--- src/rtl/wut_pkg.sv ---
package wut_pkg;
  typedef enum logic [1:0] {
    SH_IDLE  = 2'd0,
    SH_FRAME = 2'd1,
    SH_GAP   = 2'd2
  } sh_state_e;
endpackage

--- src/rtl/wut_hold.sv ---
module wut_hold #(
  parameter int DATA_W = 8
) (
  input  logic              clk,
  input  logic              rst_n,
  input  logic              s_valid,
  output logic              s_ready,
  input  logic [DATA_W-1:0] s_data,
  input  logic              s_addr_flag,
  input  logic              xfer,
  output logic              hold_full,
  output logic [DATA_W-1:0] hold_data,
  output logic              hold_addr
);
  logic              full_q;
  logic [DATA_W-1:0] data_q;
  logic              addr_q;

  assign s_ready   = !full_q;
  assign hold_full = full_q;
  assign hold_data = data_q;
  assign hold_addr = addr_q;

  always_ff @(posedge clk or negedge rst_n) begin
    if (!rst_n) begin
      full_q <= 1'b0;
      data_q <= '0;
      addr_q <= 1'b0;
    end else begin
      if (s_valid && !full_q) begin
        full_q <= 1'b1;
        data_q <= s_data;
        addr_q <= s_addr_flag;
      end else if (xfer) begin
        full_q <= 1'b0;
      end
    end
  end

  // an accepted byte blocks the port until it is moved on
  a_r2_accept_blocks: assert property (@(posedge clk) disable iff (!rst_n)
    (s_valid && s_ready) |=> !s_ready);
  // a held byte is left untouched while it waits
  a_r2_hold_stable: assert property (@(posedge clk) disable iff (!rst_n)
    (!s_ready && !xfer) |=> ($stable(hold_data) && $stable(hold_addr)));
endmodule

--- src/rtl/wut_wake_ctl.sv ---
module wut_wake_ctl (
  input  logic clk,
  input  logic rst_n,
  input  logic wake_set,
  input  logic irq_en,
  input  logic xfer,
  output logic wake_pend,
  output logic irq
);
  logic wake_q;
  logic irq_q;

  assign wake_pend = wake_q;
  assign irq       = irq_q;

  always_ff @(posedge clk or negedge rst_n) begin
    if (!rst_n) begin
      wake_q <= 1'b0;
      irq_q  <= 1'b0;
    end else begin
      wake_q <= (wake_q && !xfer) || wake_set;
      irq_q  <= xfer && irq_en;
    end
  end

  // the transfer edge consumes the wake request
  a_r8_clear_on_xfer: assert property (@(posedge clk) disable iff (!rst_n)
    (xfer && !wake_set) |=> !wake_pend);
  // the request only rises through the set pulse
  a_r8_set_source: assert property (@(posedge clk) disable iff (!rst_n)
    $rose(wake_pend) |-> $past(wake_set));
  // an interrupt traces back to an enabled transfer
  a_r9_irq_source: assert property (@(posedge clk) disable iff (!rst_n)
    irq |-> $past(xfer && irq_en));
  // the interrupt is a single-cycle pulse
  a_r9_irq_pulse: assert property (@(posedge clk) disable iff (!rst_n)
    irq |=> !irq);
endmodule

--- src/rtl/wut_shifter.sv ---
module wut_shifter
  import wut_pkg::*;
#(
  parameter int DATA_W   = 8,
  parameter int GAP_BITS = 11
) (
  input  logic              clk,
  input  logic              rst_n,
  input  logic              baud_tick,
  input  logic              mode_abit,
  input  logic              load_req,
  input  logic              load_gap,
  input  logic [DATA_W-1:0] load_data,
  input  logic              load_addr,
  output logic              xfer,
  output logic              busy,
  output logic              txd
);
  localparam int SH_W   = DATA_W + 2;
  localparam int LEN_NA = DATA_W + 2;
  localparam int LEN_AB = DATA_W + 3;
  localparam int MAXC   = (GAP_BITS > LEN_AB) ? GAP_BITS : LEN_AB;
  localparam int CNT_W  = $clog2(MAXC + 1);

  sh_state_e         state_q;
  logic [SH_W-1:0]   sh_q;
  logic [CNT_W-1:0]  cnt_q;
  logic              txd_q;
  logic              slot;

  assign slot = baud_tick && ((state_q == SH_IDLE) || (cnt_q == CNT_W'(1)));
  assign xfer = load_req && slot;
  assign busy = (state_q != SH_IDLE);
  assign txd  = txd_q;

  always_ff @(posedge clk or negedge rst_n) begin
    if (!rst_n) begin
      state_q <= SH_IDLE;
      sh_q    <= '1;
      cnt_q   <= '0;
      txd_q   <= 1'b1;
    end else if (xfer) begin
      if (load_gap) begin
        state_q <= SH_GAP;
        cnt_q   <= CNT_W'(GAP_BITS);
        txd_q   <= 1'b1;
      end else begin
        state_q <= SH_FRAME;
        cnt_q   <= mode_abit ? CNT_W'(LEN_AB) : CNT_W'(LEN_NA);
        sh_q    <= {1'b1, (mode_abit ? load_addr : 1'b1), load_data};
        txd_q   <= 1'b0;
      end
    end else if (baud_tick && busy) begin
      if (cnt_q == CNT_W'(1)) begin
        state_q <= SH_IDLE;
        txd_q   <= 1'b1;
      end else begin
        cnt_q <= cnt_q - CNT_W'(1);
        if (state_q == SH_FRAME) begin
          txd_q <= sh_q[0];
          sh_q  <= {1'b1, sh_q[SH_W-1:1]};
        end
      end
    end
  end

  // the line is held at mark throughout a wake gap
  a_r7_gap_mark: assert property (@(posedge clk) disable iff (!rst_n)
    (state_q == SH_GAP) |-> txd);
  // gap length never exceeds its configured count
  a_r7_gap_bound: assert property (@(posedge clk) disable iff (!rst_n)
    (state_q == SH_GAP) |-> (cnt_q <= CNT_W'(GAP_BITS)));
  // an idle engine keeps the line high
  a_r1_idle_mark: assert property (@(posedge clk) disable iff (!rst_n)
    (state_q == SH_IDLE) |-> txd);
  // a data load always begins with a start bit
  a_r3_start_low: assert property (@(posedge clk) disable iff (!rst_n)
    (xfer && !load_gap) |=> !txd);
  // nothing in the engine moves between baud pulses
  a_r6_tick_only: assert property (@(posedge clk) disable iff (!rst_n)
    !baud_tick |=> ($stable(state_q) && $stable(txd)));
endmodule

--- src/rtl/wake_uart_tx.sv ---
module wake_uart_tx #(
  parameter int DATA_W   = 8,
  parameter int GAP_BITS = 11
) (
  input  logic              clk,
  input  logic              rst_n,
  input  logic              baud_tick,
  input  logic              mode_abit,
  input  logic              irq_en,
  input  logic              wake_set,
  input  logic              s_valid,
  output logic              s_ready,
  input  logic [DATA_W-1:0] s_data,
  input  logic              s_addr_flag,
  output logic              wake_pend,
  output logic              tx_empty,
  output logic              irq,
  output logic              txd
);
  logic              hold_full;
  logic [DATA_W-1:0] hold_data;
  logic              hold_addr;
  logic              xfer;
  logic              busy;

  wut_hold #(.DATA_W(DATA_W)) u_hold (
    .clk         (clk),
    .rst_n       (rst_n),
    .s_valid     (s_valid),
    .s_ready     (s_ready),
    .s_data      (s_data),
    .s_addr_flag (s_addr_flag),
    .xfer        (xfer),
    .hold_full   (hold_full),
    .hold_data   (hold_data),
    .hold_addr   (hold_addr)
  );

  wut_wake_ctl u_wake (
    .clk       (clk),
    .rst_n     (rst_n),
    .wake_set  (wake_set),
    .irq_en    (irq_en),
    .xfer      (xfer),
    .wake_pend (wake_pend),
    .irq       (irq)
  );

  wut_shifter #(.DATA_W(DATA_W), .GAP_BITS(GAP_BITS)) u_shift (
    .clk       (clk),
    .rst_n     (rst_n),
    .baud_tick (baud_tick),
    .mode_abit (mode_abit),
    .load_req  (hold_full),
    .load_gap  (wake_pend),
    .load_data (hold_data),
    .load_addr (hold_addr),
    .xfer      (xfer),
    .busy      (busy),
    .txd       (txd)
  );

  assign tx_empty = !busy && !hold_full;

  // empty status implies the line is at mark and the port is open
  a_r10_empty_idle: assert property (@(posedge clk) disable iff (!rst_n)
    tx_empty |-> (txd && s_ready));
endmodule

--- config.mk ---
export PLATFORM = sky130hd
export DESIGN_NAME = wake_uart_tx
export DESIGN_NICKNAME = d
export VERILOG_FILES = /design/src/rtl/wut_pkg.sv /design/src/rtl/wut_hold.sv /design/src/rtl/wut_wake_ctl.sv /design/src/rtl/wut_shifter.sv /design/src/rtl/wake_uart_tx.sv
export SDC_FILE = /design/constraint.sdc
export NUM_CORES = 1
export LEC_CHECK = 0
export ABC_AREA = 0
export ABC_CLOCK_PERIOD_IN_PS = 1900
export BUFFER_PORTS_ARGS = -buffer_cell sky130_fd_sc_hd__buf_2
export CAP_MARGIN = 5
export CELL_PAD_IN_SITES_DETAIL_PLACEMENT = 0
export CELL_PAD_IN_SITES_GLOBAL_PLACEMENT = 1
export CORE_MARGIN = 5
export CORE_UTILIZATION = 39
export DETAILED_ROUTE_END_ITERATION = 10
export HOLD_SLACK_MARGIN = 0.15
export PLACE_DENSITY_LB_ADDON = 0.1
export SETUP_SLACK_MARGIN = 0.1
export SLEW_MARGIN = 30
export SYNTH_ARGS = -nofsm -noshare
export SYNTH_HDL_FRONTEND = slang
export SYNTH_SLANG_ARGS = --single-unit
--- constraint.sdc ---
create_clock -name clk -period 1.9 [get_ports clk]
set_input_delay 0.19 -clock clk [delete_from_list [all_inputs] [get_ports clk]]
set_output_delay 0.19 -clock clk [all_outputs]
set_load 0.1 [all_outputs]
==> metrics <==
status=finished, final reports clean; drt wl/cell=13.07 um; post-synth top area cell=dfrtp_1; Peak VDD IR=0.6649 mV; clock tree buffer depth=2; post-synthesis cell area=0.001336 mm^2; die footprint=0.004697 mm^2; Worst path max stage delay=420 ps; slew of the pin with the lowest slew margin=614.3 ps; Initial Util=0.4005; height of the die=68.54 um; Seq/Total Area, Yosys=0.5337; I/O pin cnt=21; Root Driver=clkbuf_4; Synth Area in Compound Gates=0.1227; top cell type's share of synthesized area=0.3371; DRT Pass-1 Iters=4; Crit path max-delay family=flip-flops; average size of a mapped cell=11.93 um^2; layout cell share with drive strength beyond 1=0.4727; RD Place Congestion=0.8255; Crit-path slowest cell=dfrtp_1; sum of negative setup slack=0 ps; number of global-route vias before repair=1094; final WL=2757 um; Hold Crit Class=in2reg; clock latency on the worst-skew pair=330 ps; Overflow after GRT=0; RSZ-0062 raised after global routing=true; Unique masters post-synth=33; H-tree depth=1; Worst Setup End Kind=flip-flop; largest net degree at the start of global routing=29; Final Max Slew Viols=0; vias=1029; initial antenna violation count=0; final setup fails=0; RR Startpoint=u_shift.cnt_q[1]; CP cell instances=inv_2 -> ha_4 -> or3b_4 -> a211oi_4 -> buf_6 -> mux2_4; Final Critical Period=1823 ps; Critical Path AT=2090 ps; largest family of logic cells by synthesized area=multiplexers; XOR/XNOR Fraction of Synth Area=0; Final #Nets=184; worst reg-to-reg setup slack=80 ps; Non-Filler Instances=211; Tcrit/Tclk final=0.9596; Startpoint Class=flip-flop; Finished Core Util=0.5534; kind of critical path=reg2reg; cell area power density=1611 mW/mm^2; Final ANT Viol Nets=0; max cap viols=0; total power=2.976 mW; CTS tree=done; Vias/cell=4.877; Static Leakage=0.8456 nW; core area=0.003337 mm^2; commonest cells after routing, fill and taps aside=19 x buf_2, 19 x buf_4, 17 x dfrtp_1, 14 x dlygate4sd3_1, 12 x mux2_2; Syn-to-layout area delta=38.20%; Setup crit start=u_shift.cnt_q[1]; dpl cells=188; Min Hold Slack=201.9 ps; CTS clk-pin slew, worst paths=150 ps; Synthesis Warnings=0; mux cell area share after synthesis=0.2041; clk_skew=8.299 ps; first-pass GRT wire length=4885 um; Synthesized Nets=130; Adder-Cell Fraction of Synth Area=0.01873; Max Clock Freq=548.5 MHz; cts bufs inserted=3; Iter 0 DRT Violations=54; drt drc=0; CTS sink cnt=28; die width=68.54 um; Req. time, crit path=2170 ps; n_diodes=0; Fin. Hold Viols=0; All-Layer GR Usage=0.1407; num rows=21; simple-gate portion of the synthesized area=0.08146; Critical Path Fanout Max=6; Mapped Cells=112; Buf/Inv on CP=2; Synth area leaders=dfrtp_1 34%, dfstp_2 20%, mux2_2 15%; Max-slew headroom=0.5905; Fill cells=295; min-delay src=mode_abit; register bit total from synthesis=28; Port Buffers=20; dpl hpwl=1995 um
## logic make-up (layout without fill, tap and decap cells)
group | count (synthesis) | in the layout
flip-flops | 28 | 28
multiplexers | 25 | 25
AO/OA/AOI/OAI | 22 | 22
AND/OR/NAND/NOR | 22 | 22
buffers and inverters | 13 | 66
adder cells (fa/ha/maj) | 2 | 2
## state kept, by name (all words and copies together) (netlist names)
name and flops:
u_wake.wake_pend 1, u_shift.sh_q 9, u_hold.hold_full 1, u_hold.hold_data 8, u_shift.state_q 2, u_hold.hold_addr 1, u_shift.cnt_q 4, u_shift.txd 1
u_wake.irq 1
## layout make-up
| cell class | count | area, um^2 | share of cell area |
|---|---|---|---|
| sequential | 28 | 714.4 | 0.3869 |
| multi-input combinational | 71 | 625.6 | 0.3388 |
| timing repair buffer | 53 | 389.1 | 0.2107 |
| tap | 46 | 57.56 | 0.03117 |
| inverter | 9 | 33.78 | 0.01829 |
| clock buffer | 4 | 26.28 | 0.01423 |
## where the power goes
part	internal, mW	leakage, nW	switching (mW)
Sequential	0.948	0.314	0.172
Combinational	0.747	0.517	0.857
Clock	0.0823	0.0150	0.170
## metal layers
layer,share of wire,global-route usage,routed length [um],vias up
li1,-,-,-,507
met1,0.47,0.1650,1289,500
met3,0.036,0.02593,99,5
met4,0.019,0.06948,53,0
met5,0,0,0,-
met2,0.48,0.2443,1314,17
## per-stage QoR
step / worst slack [ps] / area [um^2]
global route: 2.697 / 1847
CTS: 43.84 / 1836
finish: 76.69 / 1847
detailed placement: 6.207 / 1614
floorplan: 44.98 / 1370
global placement: 37.76 / 1614
## path summary, 6_finish.rpt
path	to	cells past startpoint
min in group asynchronous	u_wake.irq	2
worst max register to register	u_shift.sh_q[3]	6
worst min-delay path	u_shift.sh_q[8]	3
max in group asynchronous	u_wake.wake_pend	2
worst min register to register	u_shift.txd	2
worst max-delay path	u_shift.sh_q[3]	6
## Yosys cell counts (all sizes together)
cell type and count:
nand3 1, nor3 2, a31oi 1, nand2 7, or3b 1, dfrtp 18, mux2 18, buf 1
o21ai 4, nor3b 1, a21oi 2, ha 2, a22oi 1, a211oi 2, o22ai 4, a21o 1
o31ai 1, dfstp 10, a32oi 1, o21bai 1, mux2i 7, a22o 1, o211a 1, a211o 1
nand3b 1, o311ai 1, inv 9, and2 1, clkbuf 3, nor2b 2, nor2 6
## worst register-to-register path, delay by kind of cell, from the launching register on
family | cells | cell delay, ps
mux | 1 | 300
simple gates | 1 | 400
flops | 1 | 420
buf+inv | 2 | 260
compound gates | 1 | 270
fa+ha+maj | 1 | 120
## what timing repair did
item / CTS / global route
endpoints found under the hold margin: 31 / 0
pin swaps: 1 / 1
setup buffers: 4 / 1
hold buffers: 14 / 0
endpoints found under the setup margin: 7 / 11
gates cloned: 0 / 0
resized for setup: 7 / 3
No activity file was read; power rests on OpenSTA's default activity.
